[src/rtl/ep_ctl_pkg.sv]
package ep_ctl_pkg;
   localparam int FLAG_W = 4;
   localparam int F_SETUP = 3;
   localparam int F_IN    = 2;
   localparam int F_OUT   = 1;
   localparam int F_ACK   = 0;

   typedef enum logic {
      SEL_MODE  = 1'b0,
      SEL_COUNT = 1'b1
   } reg_sel_e;

   typedef struct packed {
      logic setup;
      logic in_ack;
      logic out_ack;
      logic txn_ack;
   } sie_evt_t;
endpackage

[src/rtl/ep_lock_bit.sv]
module ep_lock_bit (
   input  logic clk,
   input  logic rst_n,
   input  logic sie_hit,
   input  logic cpu_rd_hit,
   output logic locked
);
   always_ff @(posedge clk or negedge rst_n) begin
      if (!rst_n)          locked <= 1'b0;
      else if (sie_hit)    locked <= 1'b1;
      else if (cpu_rd_hit) locked <= 1'b0;
   end


   sie_locks_chk: assert property (@(posedge clk) disable iff (!rst_n)
      sie_hit |=> locked);

   read_unlocks_chk: assert property (@(posedge clk) disable iff (!rst_n)
      (cpu_rd_hit && !sie_hit) |=> !locked);
endmodule

[src/rtl/ep_mode_reg.sv]
module ep_mode_reg
   import ep_ctl_pkg::*;
#(
   parameter int MODE_W = 4,
   parameter int DATA_W = MODE_W + FLAG_W
) (
   input  logic              clk,
   input  logic              rst_n,
   input  logic              cpu_wr_hit,
   input  logic              cpu_rd_hit,
   input  logic [DATA_W-1:0] cpu_wdata,
   input  sie_evt_t          evt,
   input  logic              setup_pin,
   input  logic              sie_mode_we,
   input  logic [MODE_W-1:0] sie_mode,
   output logic [FLAG_W-1:0] flags,
   output logic [MODE_W-1:0] mode,
   output logic              locked
);
   logic sie_hit;
   logic cpu_apply;
   logic [FLAG_W-1:0] flag_d;
   logic [MODE_W-1:0] mode_d;

   assign sie_hit   = (|evt) | sie_mode_we;
   assign cpu_apply = cpu_wr_hit & ~locked & ~sie_hit;

   always_comb begin
      flag_d = flags;
      mode_d = mode;
      if (sie_hit) begin
         flag_d = flags | evt;
         if (sie_mode_we) mode_d = sie_mode;
      end else if (cpu_apply) begin
         flag_d = '0;
         mode_d = cpu_wdata[MODE_W-1:0];
      end
      if (setup_pin) flag_d[F_SETUP] = 1'b1;
   end

   always_ff @(posedge clk or negedge rst_n) begin
      if (!rst_n) begin
         flags <= '0;
         mode  <= '0;
      end else begin
         flags <= flag_d;
         mode  <= mode_d;
      end
   end

   ep_lock_bit u_lock (
      .clk        (clk),
      .rst_n      (rst_n),
      .sie_hit    (sie_hit),
      .cpu_rd_hit (cpu_rd_hit),
      .locked     (locked)
   );


   locked_write_ignored_chk: assert property (@(posedge clk) disable iff (!rst_n)
      (locked && cpu_wr_hit && !sie_hit && !setup_pin) |=> ($stable(flags) && $stable(mode)));

   unlocked_write_clears_chk: assert property (@(posedge clk) disable iff (!rst_n)
      (!locked && cpu_wr_hit && !sie_hit && !setup_pin)
      |=> (flags == '0 && mode == $past(cpu_wdata[MODE_W-1:0])));

   setup_pinned_chk: assert property (@(posedge clk) disable iff (!rst_n)
      setup_pin |=> flags[F_SETUP]);

   flags_sticky_chk: assert property (@(posedge clk) disable iff (!rst_n)
      (sie_hit && flags[F_ACK]) |=> flags[F_ACK]);
endmodule

[src/rtl/ep_count_reg.sv]
module ep_count_reg #(
   parameter int CNT_W  = 8,
   parameter int DATA_W = 8
) (
   input  logic              clk,
   input  logic              rst_n,
   input  logic              cpu_wr_hit,
   input  logic              cpu_rd_hit,
   input  logic [DATA_W-1:0] cpu_wdata,
   input  logic              sie_we,
   input  logic [CNT_W-1:0]  sie_val,
   output logic [CNT_W-1:0]  cnt,
   output logic              locked
);
   always_ff @(posedge clk or negedge rst_n) begin
      if (!rst_n)                            cnt <= '0;
      else if (sie_we)                       cnt <= sie_val;
      else if (cpu_wr_hit && !locked)        cnt <= cpu_wdata[CNT_W-1:0];
   end

   ep_lock_bit u_lock (
      .clk        (clk),
      .rst_n      (rst_n),
      .sie_hit    (sie_we),
      .cpu_rd_hit (cpu_rd_hit),
      .locked     (locked)
   );


   count_lock_hold_chk: assert property (@(posedge clk) disable iff (!rst_n)
      (locked && cpu_wr_hit && !sie_we) |=> $stable(cnt));

   count_sie_load_chk: assert property (@(posedge clk) disable iff (!rst_n)
      sie_we |=> (cnt == $past(sie_val)));
endmodule

[src/rtl/ep_fifo_gate.sv]
module ep_fifo_gate #(
   parameter bit GATE_REG = 1'b0
) (
   input  logic clk,
   input  logic rst_n,
   input  logic setup_flag,
   input  logic cpu_fifo_wr,
   output logic fifo_wr_en
);
   generate
      if (GATE_REG) begin : g_reg
         logic blk_q;
         always_ff @(posedge clk or negedge rst_n) begin
            if (!rst_n) blk_q <= 1'b0;
            else        blk_q <= setup_flag;
         end
         assign fifo_wr_en = cpu_fifo_wr & ~setup_flag & ~blk_q;
      end else begin : g_comb
         assign fifo_wr_en = cpu_fifo_wr & ~setup_flag;
      end
   endgenerate
endmodule

[src/rtl/ep_ctl_interlock.sv]
module ep_ctl_interlock
   import ep_ctl_pkg::*;
#(
   parameter int MODE_W   = 4,
   parameter int DATA_W   = 8,
   parameter int CNT_W    = 8,
   parameter bit GATE_REG = 1'b0
) (
   input  logic              clk,
   input  logic              rst_n,
   input  logic              cpu_sel,
   input  logic              cpu_wr,
   input  logic              cpu_rd,
   input  logic [DATA_W-1:0] cpu_wdata,
   output logic [DATA_W-1:0] cpu_rdata,
   input  logic              cpu_fifo_wr,
   output logic              fifo_wr_en,
   input  logic              sie_setup_rx,
   input  logic              sie_setup_pin,
   input  logic              sie_in_acked,
   input  logic              sie_out_acked,
   input  logic              sie_txn_acked,
   input  logic              sie_mode_we,
   input  logic [MODE_W-1:0] sie_mode,
   input  logic              sie_cnt_we,
   input  logic [CNT_W-1:0]  sie_cnt,
   output logic [DATA_W-1:0] mode_q,
   output logic [CNT_W-1:0]  count_q,
   output logic              mode_locked,
   output logic              count_locked
);
   localparam int STAT_W = MODE_W + FLAG_W;

   generate
      if (STAT_W != DATA_W) begin : g_bad_mode_w
         $error("mode field plus flags must fill the data width");
      end
      if (CNT_W > DATA_W || CNT_W < 1) begin : g_bad_cnt_w
         $error("count width must be 1..DATA_W");
      end
   endgenerate

   sie_evt_t          evt;
   logic              sel_mode, sel_cnt;
   logic [FLAG_W-1:0] flags;
   logic [MODE_W-1:0] mode;

   assign evt      = '{setup: sie_setup_rx, in_ack: sie_in_acked,
                       out_ack: sie_out_acked, txn_ack: sie_txn_acked};
   assign sel_mode = (reg_sel_e'(cpu_sel) == SEL_MODE);
   assign sel_cnt  = (reg_sel_e'(cpu_sel) == SEL_COUNT);

   ep_mode_reg #(.MODE_W(MODE_W), .DATA_W(DATA_W)) u_mode (
      .clk         (clk),
      .rst_n       (rst_n),
      .cpu_wr_hit  (cpu_wr & sel_mode),
      .cpu_rd_hit  (cpu_rd & sel_mode),
      .cpu_wdata   (cpu_wdata),
      .evt         (evt),
      .setup_pin   (sie_setup_pin),
      .sie_mode_we (sie_mode_we),
      .sie_mode    (sie_mode),
      .flags       (flags),
      .mode        (mode),
      .locked      (mode_locked)
   );

   ep_count_reg #(.CNT_W(CNT_W), .DATA_W(DATA_W)) u_count (
      .clk        (clk),
      .rst_n      (rst_n),
      .cpu_wr_hit (cpu_wr & sel_cnt),
      .cpu_rd_hit (cpu_rd & sel_cnt),
      .cpu_wdata  (cpu_wdata),
      .sie_we     (sie_cnt_we),
      .sie_val    (sie_cnt),
      .cnt        (count_q),
      .locked     (count_locked)
   );

   ep_fifo_gate #(.GATE_REG(GATE_REG)) u_gate (
      .clk         (clk),
      .rst_n       (rst_n),
      .setup_flag  (flags[F_SETUP]),
      .cpu_fifo_wr (cpu_fifo_wr),
      .fifo_wr_en  (fifo_wr_en)
   );

   assign mode_q = {flags, mode};

   always_comb begin
      cpu_rdata = '0;
      if (sel_mode) cpu_rdata = mode_q;
      else          cpu_rdata[CNT_W-1:0] = count_q;
   end


   fifo_blocked_chk: assert property (@(posedge clk) disable iff (!rst_n)
      mode_q[DATA_W-1] |-> !fifo_wr_en);

   in_flag_source_chk: assert property (@(posedge clk) disable iff (!rst_n)
      (!sie_in_acked && !mode_q[DATA_W-2]) |=> !mode_q[DATA_W-2]);

   lock_independent_chk: assert property (@(posedge clk) disable iff (!rst_n)
      (cpu_rd && sel_cnt && mode_locked && !sie_cnt_we) |=> mode_locked);
endmodule

[config.mk]
export PLATFORM = sky130hd
export DESIGN_NAME = ep_ctl_interlock
export DESIGN_NICKNAME = d
export VERILOG_FILES = /design/src/rtl/ep_ctl_pkg.sv /design/src/rtl/ep_lock_bit.sv /design/src/rtl/ep_mode_reg.sv /design/src/rtl/ep_count_reg.sv /design/src/rtl/ep_fifo_gate.sv /design/src/rtl/ep_ctl_interlock.sv
export SDC_FILE = /design/constraint.sdc
export NUM_CORES = 1
export LEC_CHECK = 0
export CAP_MARGIN = 20
export CORE_MARGIN = 8
export CORE_UTILIZATION = 39
export DETAILED_ROUTE_END_ITERATION = 12
export GPL_TIMING_DRIVEN = 0
export MAX_ROUTING_LAYER = met4
export PLACE_DENSITY = 0.79
export SLEW_MARGIN = 15
export SYNTH_ARGS = -nofsm -noshare
export SYNTH_HDL_FRONTEND = slang
export SYNTH_HIERARCHICAL = 1
export SYNTH_SLANG_ARGS = --single-unit
export TNS_END_PERCENT = 10
[constraint.sdc]
create_clock -name clk -period 1.7 [get_ports clk]
set_clock_uncertainty 0.1 [all_clocks]
set_input_delay 0.17 -clock clk [delete_from_list [all_inputs] [get_ports clk]]
set_output_delay 0.17 -clock clk [all_outputs]
set_load 0.05 [all_outputs]
* Word level (Yosys, flattened, before mapping)
Index checks and enable logic that the tools add are counted.
** Storage, ports and cells
- Input port bits :: 33
- Register bits after elaboration :: 18
- Output and inout port bits :: 27
** Cells by class
- Equality and inequality tests :: 1
- Reductions and logical operators :: 9
- Bitwise operators :: 13
- Muxes and demuxes :: 13
** Operators by type and width (count)
- 2-to-1 mux 8 bit :: 3
- 2-to-1 mux 4 bit :: 5
- nonzero test 2 bit :: 4
- AND 1 bit :: 7
- 2-to-1 mux 1 bit :: 5
- NOT 1 bit :: 4
- OR 4 bit :: 1
- OR reduction 4 bit :: 1
- nonzero test 3 bit :: 1
- inequality test 2 bit (second input constant) :: 1
- AND reduction 2 bit :: 1
- logical AND 1 bit :: 1
- logical NOT 1 bit :: 1
- OR 1 bit :: 1

* Logic depth before layout (Yosys ltp)
Gate-level depths: netlist (run 1).
- Depth after elaboration :: 7
- Mapped depth :: 5

* Hierarchy
Netlist (run 1), hierarchy kept.
** Modules (own cells, without submodules)
- ep_count_reg :: cells an instance 43, instances 1, area each 533.0 µm², sequential area each 200.2 µm²
- ep_mode_reg :: cells an instance 26, instances 1, area each 369.1 µm², sequential area each 200.2 µm²
- ep_ctl_interlock :: cells an instance 13, instances 1, area each 156.4 µm², sequential area each 0.0 µm²
- ep_lock_bit :: cells an instance 3, instances 2, area each 36.3 µm², sequential area each 25.0 µm²
- ep_fifo_gate :: cells an instance 1, instances 1, area each 13.8 µm², sequential area each 0.0 µm²

* Worst setup path after synthesis (run 1)
OpenSTA, ideal clock, no wires.
- Kind :: flip-flop to flip-flop
- From :: register u_mode.u_lock.locked
- To :: register u_mode.flags[3]
- Buffers on the path :: 0
- Cell stages (with the launch flop) :: 4
- Setup time :: 0.124 ns
- Required time :: 1.476 ns
- Arrival :: 1.389 ns
- Path slack :: 0.087 ns
- Period minus slack after synthesis :: 1.613 ns
- Cells stage by stage :: dfrtp_1 -> nor3b_1 -> nand2_4 -> a211o_1
** On the way
- Word-level cells in the longest chain between the ends :: 4
** Ends and longest elaborated chain
- from (decl) :: RTL line ep_lock_bit.sv:6 : output logic locked
- from (signal assigned) :: RTL line ep_lock_bit.sv:9 : if (!rst_n) locked <= 1'b0;
- from (signal assigned) :: RTL line ep_lock_bit.sv:10 : else if (sie_hit) locked <= 1'b1;
- from (signal assigned) :: RTL line ep_lock_bit.sv:11 : else if (cpu_rd_hit) locked <= 1'b0;
- NOT 1 bit :: RTL line ep_mode_reg.sv:26 : assign cpu_apply = cpu_wr_hit & ~locked & ~sie_hit;
- AND 1 bit (2 in a row) :: RTL line ep_mode_reg.sv:26
- nonzero test 3 bit (no line)
- to (signal assigned) :: RTL line ep_mode_reg.sv:46 : flags <= flag_d;
- to (decl) :: RTL line ep_mode_reg.sv:16 : output logic [FLAG_W-1:0] flags,
No other way between the ends.
A chain may end at the register's enable or synchronous reset.

* Worst setup path after layout (run 1)
- From :: register u_count.cnt[2]
- To :: output cpu_rdata[2]
** On the way
- Word-level cells in the longest chain between the ends :: 1
** Ends and longest elaborated chain
- from (decl) :: RTL line ep_count_reg.sv:12 : output logic [CNT_W-1:0] cnt,
- from (signal assigned) :: RTL line ep_count_reg.sv:17 : else if (sie_we) cnt <= sie_val;
- from (signal assigned) :: RTL line ep_count_reg.sv:18 : else if (cpu_wr_hit && !locked) cnt <= cpu_wdata[CNT_W-1:0];
- 2-to-1 mux 8 bit :: RTL line ep_ctl_interlock.sv:92 : if (sel_mode) cpu_rdata = mode_q;
- to (decl) :: RTL line ep_ctl_interlock.sv:15 : output logic [DATA_W-1:0] cpu_rdata,
No other way between the ends.

==> metrics.md, run 1 <==
| Metric | Value |
|---|---|
| Outcome | finished, final reports clean |
| Endpoints failing hold | 0 |
| Largest family of logic cells by synthesized area | simple AND/OR/NAND/NOR gates |
| Reg area | 450 sq um |
| Total Routing Usage GR | between 10% and 20% |
| Min Tclk post-route | 1.68 ns |
| Drt pass-1 iters | 4 |
| Initial antenna violation count | 0 |
| Startpoint types | flop |
| R2R setup slack | between 0.3 and 0.4 ns |
| FMAX | about 590 MHz |
| Simple-Gate Fraction of Synth Area | 22.5% |
| Sequential area share after synthesis | just under 40% |
| Vias per cell | ~5.3 |
| Core Area | approximately 2800 sq um |
| Global-route wire length before repair | between 5 and 6 mm |
| Post-synthesis mux area share | under 10% |
| Sequential power share | between 30% and 40% |
| Deepest clock path buffer count | 2 |
| Clk root buf | clkbuf_4 |
| # DRC | 0 |
| CTS sink count | 18 |
| Power Internal | around 0.78 mW |
| Total power | 1.24 mW |
| Slowest-stage cell, CP | dlygate4sd2_1 |
| Slew HR | 44.3% |
| Crit path max-delay family | buffers and inverters |
| I/O Pins | 60 |
| Layout area overhead | 54.3% |
| WP data arrival | between 1 and 1.5 ns |
| Clk pwr share | between 20% and 30% |
| Post-Route WL | ~3.5 mm |
| Buffers on Ports | 59 |
| Share of the synthesized area in the top cell type | about two fifths |
| Die Y | approximately 70 um |
| Setup CP Type | flop to output port |
| XOR/XNOR share of the synthesized area | 0% |
| Postcts setup bufs | 0 |
| Final hold slack | about 0.24 ns |
| Combinational Power Share | roughly two fifths |
| Yosys Warn Count | 6 |
| Yosys cell types | 23 |
| CP required | between 1 and 1.5 ns |
| Syn nets | roughly 120 |
| Post-DRT Antenna Nets | 0 |
| Final setup fails | 0 |
| RSZ-0062 raised after global routing | yes |
| Post-Synth Adder-Cell Area | 0% |
| Clock slew at reported path FFs | 0.11 ns |
| Leakage | ~0.73 nW |
| Period utilization | 99.0% |
| Actual slew at the worst max-slew pin | roughly 0.83 ns |
| Min-delay worst type | input port to async pin |
| # fillers | approximately 230 |
| Final Wtd Congestion | 0.786 |
| Cts bufs inserted | 3 |
| Ant diodes | 0 |
| Die area | around 5000 sq um |
| Max-slew violation count | 0 |
| Mapped cell area | about 1100 sq um |
| CP max FO | 3 |
| Nets | 186 |
| Detailed Route Iter0 Violations | 36 |
| Area occupied by multi-input gates | around 630 sq um |
| Sw frac | 36.7% |
| Initial Utilization | 41.2% |
| Leading area contributor after synthesis | dfrtp_1 |
| # rows | 19 |
| H-tree Lvls | 1 |
| Number of max-cap violations | 0 |
| Buffer and inverter count on the worst path | 1 |
| Compound-Gate Fraction of Synth Area | roughly 22% |
| Width of the die | about 70 um |
| Clk Latency, worst-skew pair | ~0.29 ns |
| Synth top area cells | dfrtp_1 (39%), o311ai_2 (8.5%), mux2_4 (7.9%), nand4bb_1 (7.9%), o311ai_4 (4.6%) |
| PD cells | around 700 nW/um^2 |
| Dpl hpwl | 2.74 mm |
| Crit end category | output port |
| CTS Hold Buffers Added | 0 |
| Pin count of the biggest net entering global routing | 19 |
| Vias in the first global route | 1172 |
| Layout cells sized above 1 | between 20% and 30% |
| Critical-path cell list | mux2_4 -> dlygate4sd2_1 |
| Vias post-DR | 978 |
| Global route total overflow | 0 |
| Slowest stage delay, CP | around 0.43 ns |
| #FFs+latches synth | 18 |
| Switching pwr | about 0.45 mW |
| Worst vdd ir | ~500 uV |
| Routed WL per cell | 18.9 um |
| Syn_area_per_cell | about 13 sq um |
| Cells after synthesis | 89 |
| TritonCTS clock tree | built |
[logic make-up (layout without fill, tap and decap cells)]
logic type / Yosys count / count (layout)
and+or+nand+nor: 31 / 31
muxes: 8 / 8
DFF: 18 / 18
AOI/OAI and AO/OA: 19 / 19
buffers and inverters: 13 / 76
[final timing paths]
path                                    to                  from  cells after the start
setup / recovery              cpu_rdata[2]        u_count/cnt[2]                      2
hold / removal              u_mode/mode[3]                 rst_n                      1
setup reg to reg           u_mode/flags[3]  u_mode/u_lock/locked                      3
hold reg to reg            u_mode/flags[1]       u_mode/flags[1]                      1
max in group asynchronous  u_mode/flags[1]                 rst_n                      1
min in group clk           u_mode/flags[3]         sie_setup_pin                      2
[per-stage QoR]
stage	setup TNS, ns	area (sq um)	util, %	cells	setup WS [ns]
final	0	1770	63.5	183	0.0171
after global routing	-0.162	1770	63.5	183	-0.0466
after CTS	-0.0112	1770	63.7	183	-0.0112
after detailed placement	-7.11	1770	63.8	179	-0.483
after global placement	-6.26	1770	63.8	179	-0.455
after floorplan	0	1140	-	89	0.0865
[cells in the final DEF (no fill, tap or decap), types with 2 or more instances in the layout]
master,count
a21o_1,3
buf_6,3
and2_2,2
clkdlybuf4s50_1,31
o221a_2,4
mux2_2,2
clkbuf_2,2
nand2b_1,3
and2b_2,2
dfrtp_1,18
inv_1,10
dlygate4sd2_1,23
mux2_4,6
nand4bb_1,8
o311ai_4,2
buf_2,2
nand2_1,8
o311ai_2,6
or2b_1,2
a21o_2,3
clkbuf_4,3
[timing repair]
item	4_1_cts	5_1_grt
endpoints found under the setup margin	34	8
resized for setup	37	5
pin swaps	0	0
[registers in the layout, indices dropped and copies added, names as in the netlist]
| register | cells |
|---|---|
| u_mode/flags | 4 |
| u_count/u_lock/locked | 1 |
| u_count/cnt | 8 |
| u_mode/mode | 4 |
| u_mode/u_lock/locked | 1 |
[power groups by stage]
| stage | combinational [mW] | clock (mW) | sequential (mW) |
|---|---|---|---|
| 3_5_place_dp | 0.522 | 0 | 0.494 |
| 4_1_cts | 0.486 | 0.274 | 0.487 |
| 3_3_place_gp | 0.515 | 0 | 0.495 |
| 2_1_floorplan | 0.206 | 0 | 0.593 |
| 6_report | 0.481 | 0.270 | 0.486 |
| 5_1_grt | 0.508 | 0.298 | 0.491 |
[area by class of cell]
cell class              count  share of cell area, %
well taps                  31                   2.20
multi-input cells          58                   35.6
inverters                  10                   2.12
plain buffers               3                   1.91
flip-flops and latches     18                   25.5
clock buffers               4                   2.05
repair buffers             59                   30.7
[layer usage]
layer,vias up,wire (um),share of wire (%),track usage [%]
li1,453,-,-,-
met1,479,1610,46,18.7
met2,44,1640,48,23.8
met3,2,195,5.6,3.67
met4,0,11,0.32,3.35
met5,-,0,0,-
[Yosys cell counts, drive strengths merged]
cell type and count:
o221a 4, nor2b 1, o311ai 8, and2 2
mux2 8, inv 10, buf 3, a21o 6
and2b 3, nand3b 1, dfrtp 18, nor4 1
nand2b 3, a211o 1, nand4bb 8, nand2 9
nor3b 1, or2b 2
Note: power is estimated with default switching activity, not from simulation.
==> run 2, diff against run 1 <==
--- a/config.mk
+++ b/config.mk
@@ -9,6 +9,7 @@
 export CORE_MARGIN = 8
 export CORE_UTILIZATION = 39
 export DETAILED_ROUTE_END_ITERATION = 12
+export GPL_ROUTABILITY_DRIVEN = 0
 export GPL_TIMING_DRIVEN = 0
 export MAX_ROUTING_LAYER = met4
 export PLACE_DENSITY = 0.79
==> results of run 2 <==
Same layout as run 1: the final DEF is identical, and so are final timing and power.
==> run 3, diff against run 2 <==
--- a/config.mk
+++ b/config.mk
@@ -12,7 +12,7 @@
 export GPL_ROUTABILITY_DRIVEN = 0
 export GPL_TIMING_DRIVEN = 0
 export MAX_ROUTING_LAYER = met4
-export PLACE_DENSITY = 0.79
+export PLACE_DENSITY = 0.91
 export SLEW_MARGIN = 15
 export SYNTH_ARGS = -nofsm -noshare
 export SYNTH_HDL_FRONTEND = slang
==> run 3 against run 2 <==
Against the previous run: design area shrank 0.64%; global-route usage shrank 0.23 points; total power shrank 0.63%; register-to-register slack is essentially flat; clock-buffer cell count is the same; setup slack gained 0.010 ns; largest cell class unchanged.
==> metrics.md, run 3 (synthesized netlist as in run 1, its figures left out) <==
| Metric | Value |
|---|---|
| Outcome | finished, final reports clean |
| # DRC | 0 (unchanged) |
| TritonCTS clock tree | built |
| Startpoint types | flop |
| Dpl hpwl | 2.87 mm (+5.0%) |
| Max reg flops | 8 (unchanged) |
| Slew HR | 45.5% (+1.2 points) |
| Clk Latency, worst-skew pair | 0.29 ns (about the same) |
| Deepest clock path buffer count | 2 (unchanged) |
| Vias per cell | 5.33 (-0.31%) |
| Period utilization | 98.4% (-0.61 points) |
| RSZ-0062 raised after global routing | yes |
| Width of the die | 70.2 um (unchanged) |
| Setup CP Type | flop to output port |
| Clock slew at reported path FFs | 0.11 ns (about the same) |
| Clk pwr share | 21.5% (-0.3 points) |
| TNS Setup | 0 ns (unchanged) |
| CTS Hold Buffers Added | 0 (unchanged) |
| Layout area overhead | 53.3% |
| CTS sink count | 18 (unchanged) |
| Wl on met1 | 1.44 mm (-10%) |
| Ant diodes | 0 (unchanged) |
| Sequential power share | 39.7% (+0.4 points) |
| Vias in the first global route | 1190 (+1.5%) |
| WP data arrival | 1.40 ns (about the same) |
| Post-Route WL | 3.45 mm (-0.23%) |
| Pin count of the biggest net entering global routing | 19 (unchanged) |
| Most flops, register | u_count/cnt |
| Min Tclk post-route | 1.67 ns (-0.0103 ns) |
| Buffer and inverter count on the worst path | 1 (unchanged) |
| Die area | 4930 sq um (unchanged) |
| Core Area | 2780 sq um (unchanged) |
| Min-delay worst type | input port to async pin |
| Max Used Layer | met4 |
| Area occupied by multi-input gates | 628 sq um (unchanged) |
| Slowest stage delay, CP | 0.43 ns (about the same) |
| Clk root buf | clkbuf_4 |
| I/O Pins | 60 (unchanged) |
| Reg area | 450 sq um (unchanged) |
| Worst vdd ir | 484 uV (-5.2%) |
| Total Routing Usage GR | 14.7% (-0.23 points) |
| Initial antenna violation count | 0 (unchanged) |
| Actual slew at the worst max-slew pin | 0.814 ns (-0.0183 ns) |
| Leakage | 0.740 nW (+0.72%) |
| Buffers on Ports | 59 (unchanged) |
| Endpoints failing hold | 0 (unchanged) |
| Most frequent cells in the layout | clkdlybuf4s50_1 (31), dlygate4sd2_1 (18), dfrtp_1 (18) |
| Sw frac | 36.5% (-0.20 points) |
| # rows | 19 (unchanged) |
| Drt pass-1 iters | 4 (unchanged) |
| Combinational Power Share | 38.8% (about the same) |
| Postcts setup bufs | 0 (unchanged) |
| Largest registers in the final layout | u_count/cnt x8, u_mode/flags x4, u_mode/mode x4 |
| # fillers | 232 (+1.3%) |
| Crit path max-delay family | buffers and inverters |
| Post-placement cell area | 1770 sq um (unchanged) |
| CP required | 1.43 ns (about the same) |
| Power Internal | 0.780 mW (-0.31%) |
| Detailed Route Iter0 Violations | 12 (-67%) |
| Slowest-stage cell, CP | dlygate4sd2_1 |
| Final setup fails | 0 (unchanged) |
| Initial Utilization | 41.2% (unchanged) |
| Post-DRT Antenna Nets | 0 (unchanged) |
| Switching pwr | 0.449 mW (-1.2%) |
| Commonest non-fill, non-tap cell in the layout | clkdlybuf4s50_1 |
| Total power | 1.23 mW (-0.63%) |
| Nets | 186 (unchanged) |
| Cts bufs inserted | 3 (unchanged) |
| Global-route wire length before repair | 5.67 mm (-5.0%) |
| Crit end category | output port |
| Final hold slack | 0.234 ns (-0.00830 ns) |
| CP max FO | 3 (unchanged) |
| Max-slew violation count | 0 (unchanged) |
| Layout cells sized above 1 | 30.9% (+2.6 points) |
| Critical-path cell list | mux2_2 -> dlygate4sd2_1 |
| Die Y | 70.2 um (unchanged) |
| Routed WL per cell | 18.8 um (-0.23%) |
| H-tree Lvls | 1 (unchanged) |
| Final instance area | 1760 sq um (-0.64%) |
| Global route total overflow | 0 (unchanged) |
| Number of max-cap violations | 0 (unchanged) |
| FMAX | 598 MHz (+0.61%) |
| Routed wl met2 | 1.80 mm (+9.9%) |
| PD cells | 700 nW/um^2 (about the same) |
| Vias post-DR | 975 (-0.31%) |
| Metal3 WL | 181 um (-7.2%) |
run 3: changes by cell type in the layout (fill, tap and decap cells not counted), sizes merged:
cell,previous run,this run
dlygate4sd2,23,18
dlymetal6s2s,0,1
clkbuf,6,10
run 3: final timing paths:
path	start	endpoint	slack (ns)	cells after the start
max	u_count/cnt[5]	cpu_rdata[5]	0.03	2
min	rst_n	u_mode/mode[1]	0.23	1
max reg2reg	u_mode/u_lock/locked	u_mode/flags[3]	0.33	3
min in group clk	sie_setup_pin	u_mode/flags[3]	0.35	2
max in group asynchronous	rst_n	u_count/cnt[6]	0.76	1
min reg2reg	u_mode/flags[0]	u_mode/flags[0]	0.42	1
run 3: final cells by class:
class / instances / share of cell area [%]
multi-input cells: 58 / 35.8
repair buffers: 59 / 30.2
flip-flops and latches: 18 / 25.7
well taps: 31 / 2.21
inverters: 10 / 2.14
clock buffers: 4 / 2.07
plain buffers: 3 / 1.92
run 3: metal layers:
metal	up-vias	GRT usage [%]
li1	455	-
met1	485	15.8
met3	2	4.24
met2	33	25.8
met4	0	4.02
met5	-	-
run 3: worst reg2reg max path, delay by kind of cell (launching register included):
family,cells,cell delay [ns]
flip-flops,1,0.43
AND/OR/NAND/NOR,2,0.42
AO/OA/AOI/OAI,1,0.31
run 3: repair_timing:
item                       CTS  global route
resized for setup           36            14
setup endpoints to repair   34            12
gates cloned                 0             0
run 3: power groups by stage:
stage / clock network (mW) / logic, mW / registers (mW)
finish: 0.264 / 0.477 / 0.488
global route: 0.290 / 0.499 / 0.494
CTS: 0.272 / 0.484 / 0.489
detailed placement: 0 / 0.520 / 0.497
global placement: 0 / 0.513 / 0.496
floorplan: 0 / 0.206 / 0.593
run 3: stage by stage:
step	worst slack, ns	utilization, %	cells
after CTS	-0.183	63.8	183
final	0.0274	63.1	183
after floorplan	0.0865	-	89
after global placement	-0.453	63.8	179
after global routing	-0.00913	63.1	183
after detailed placement	-0.468	63.8	179
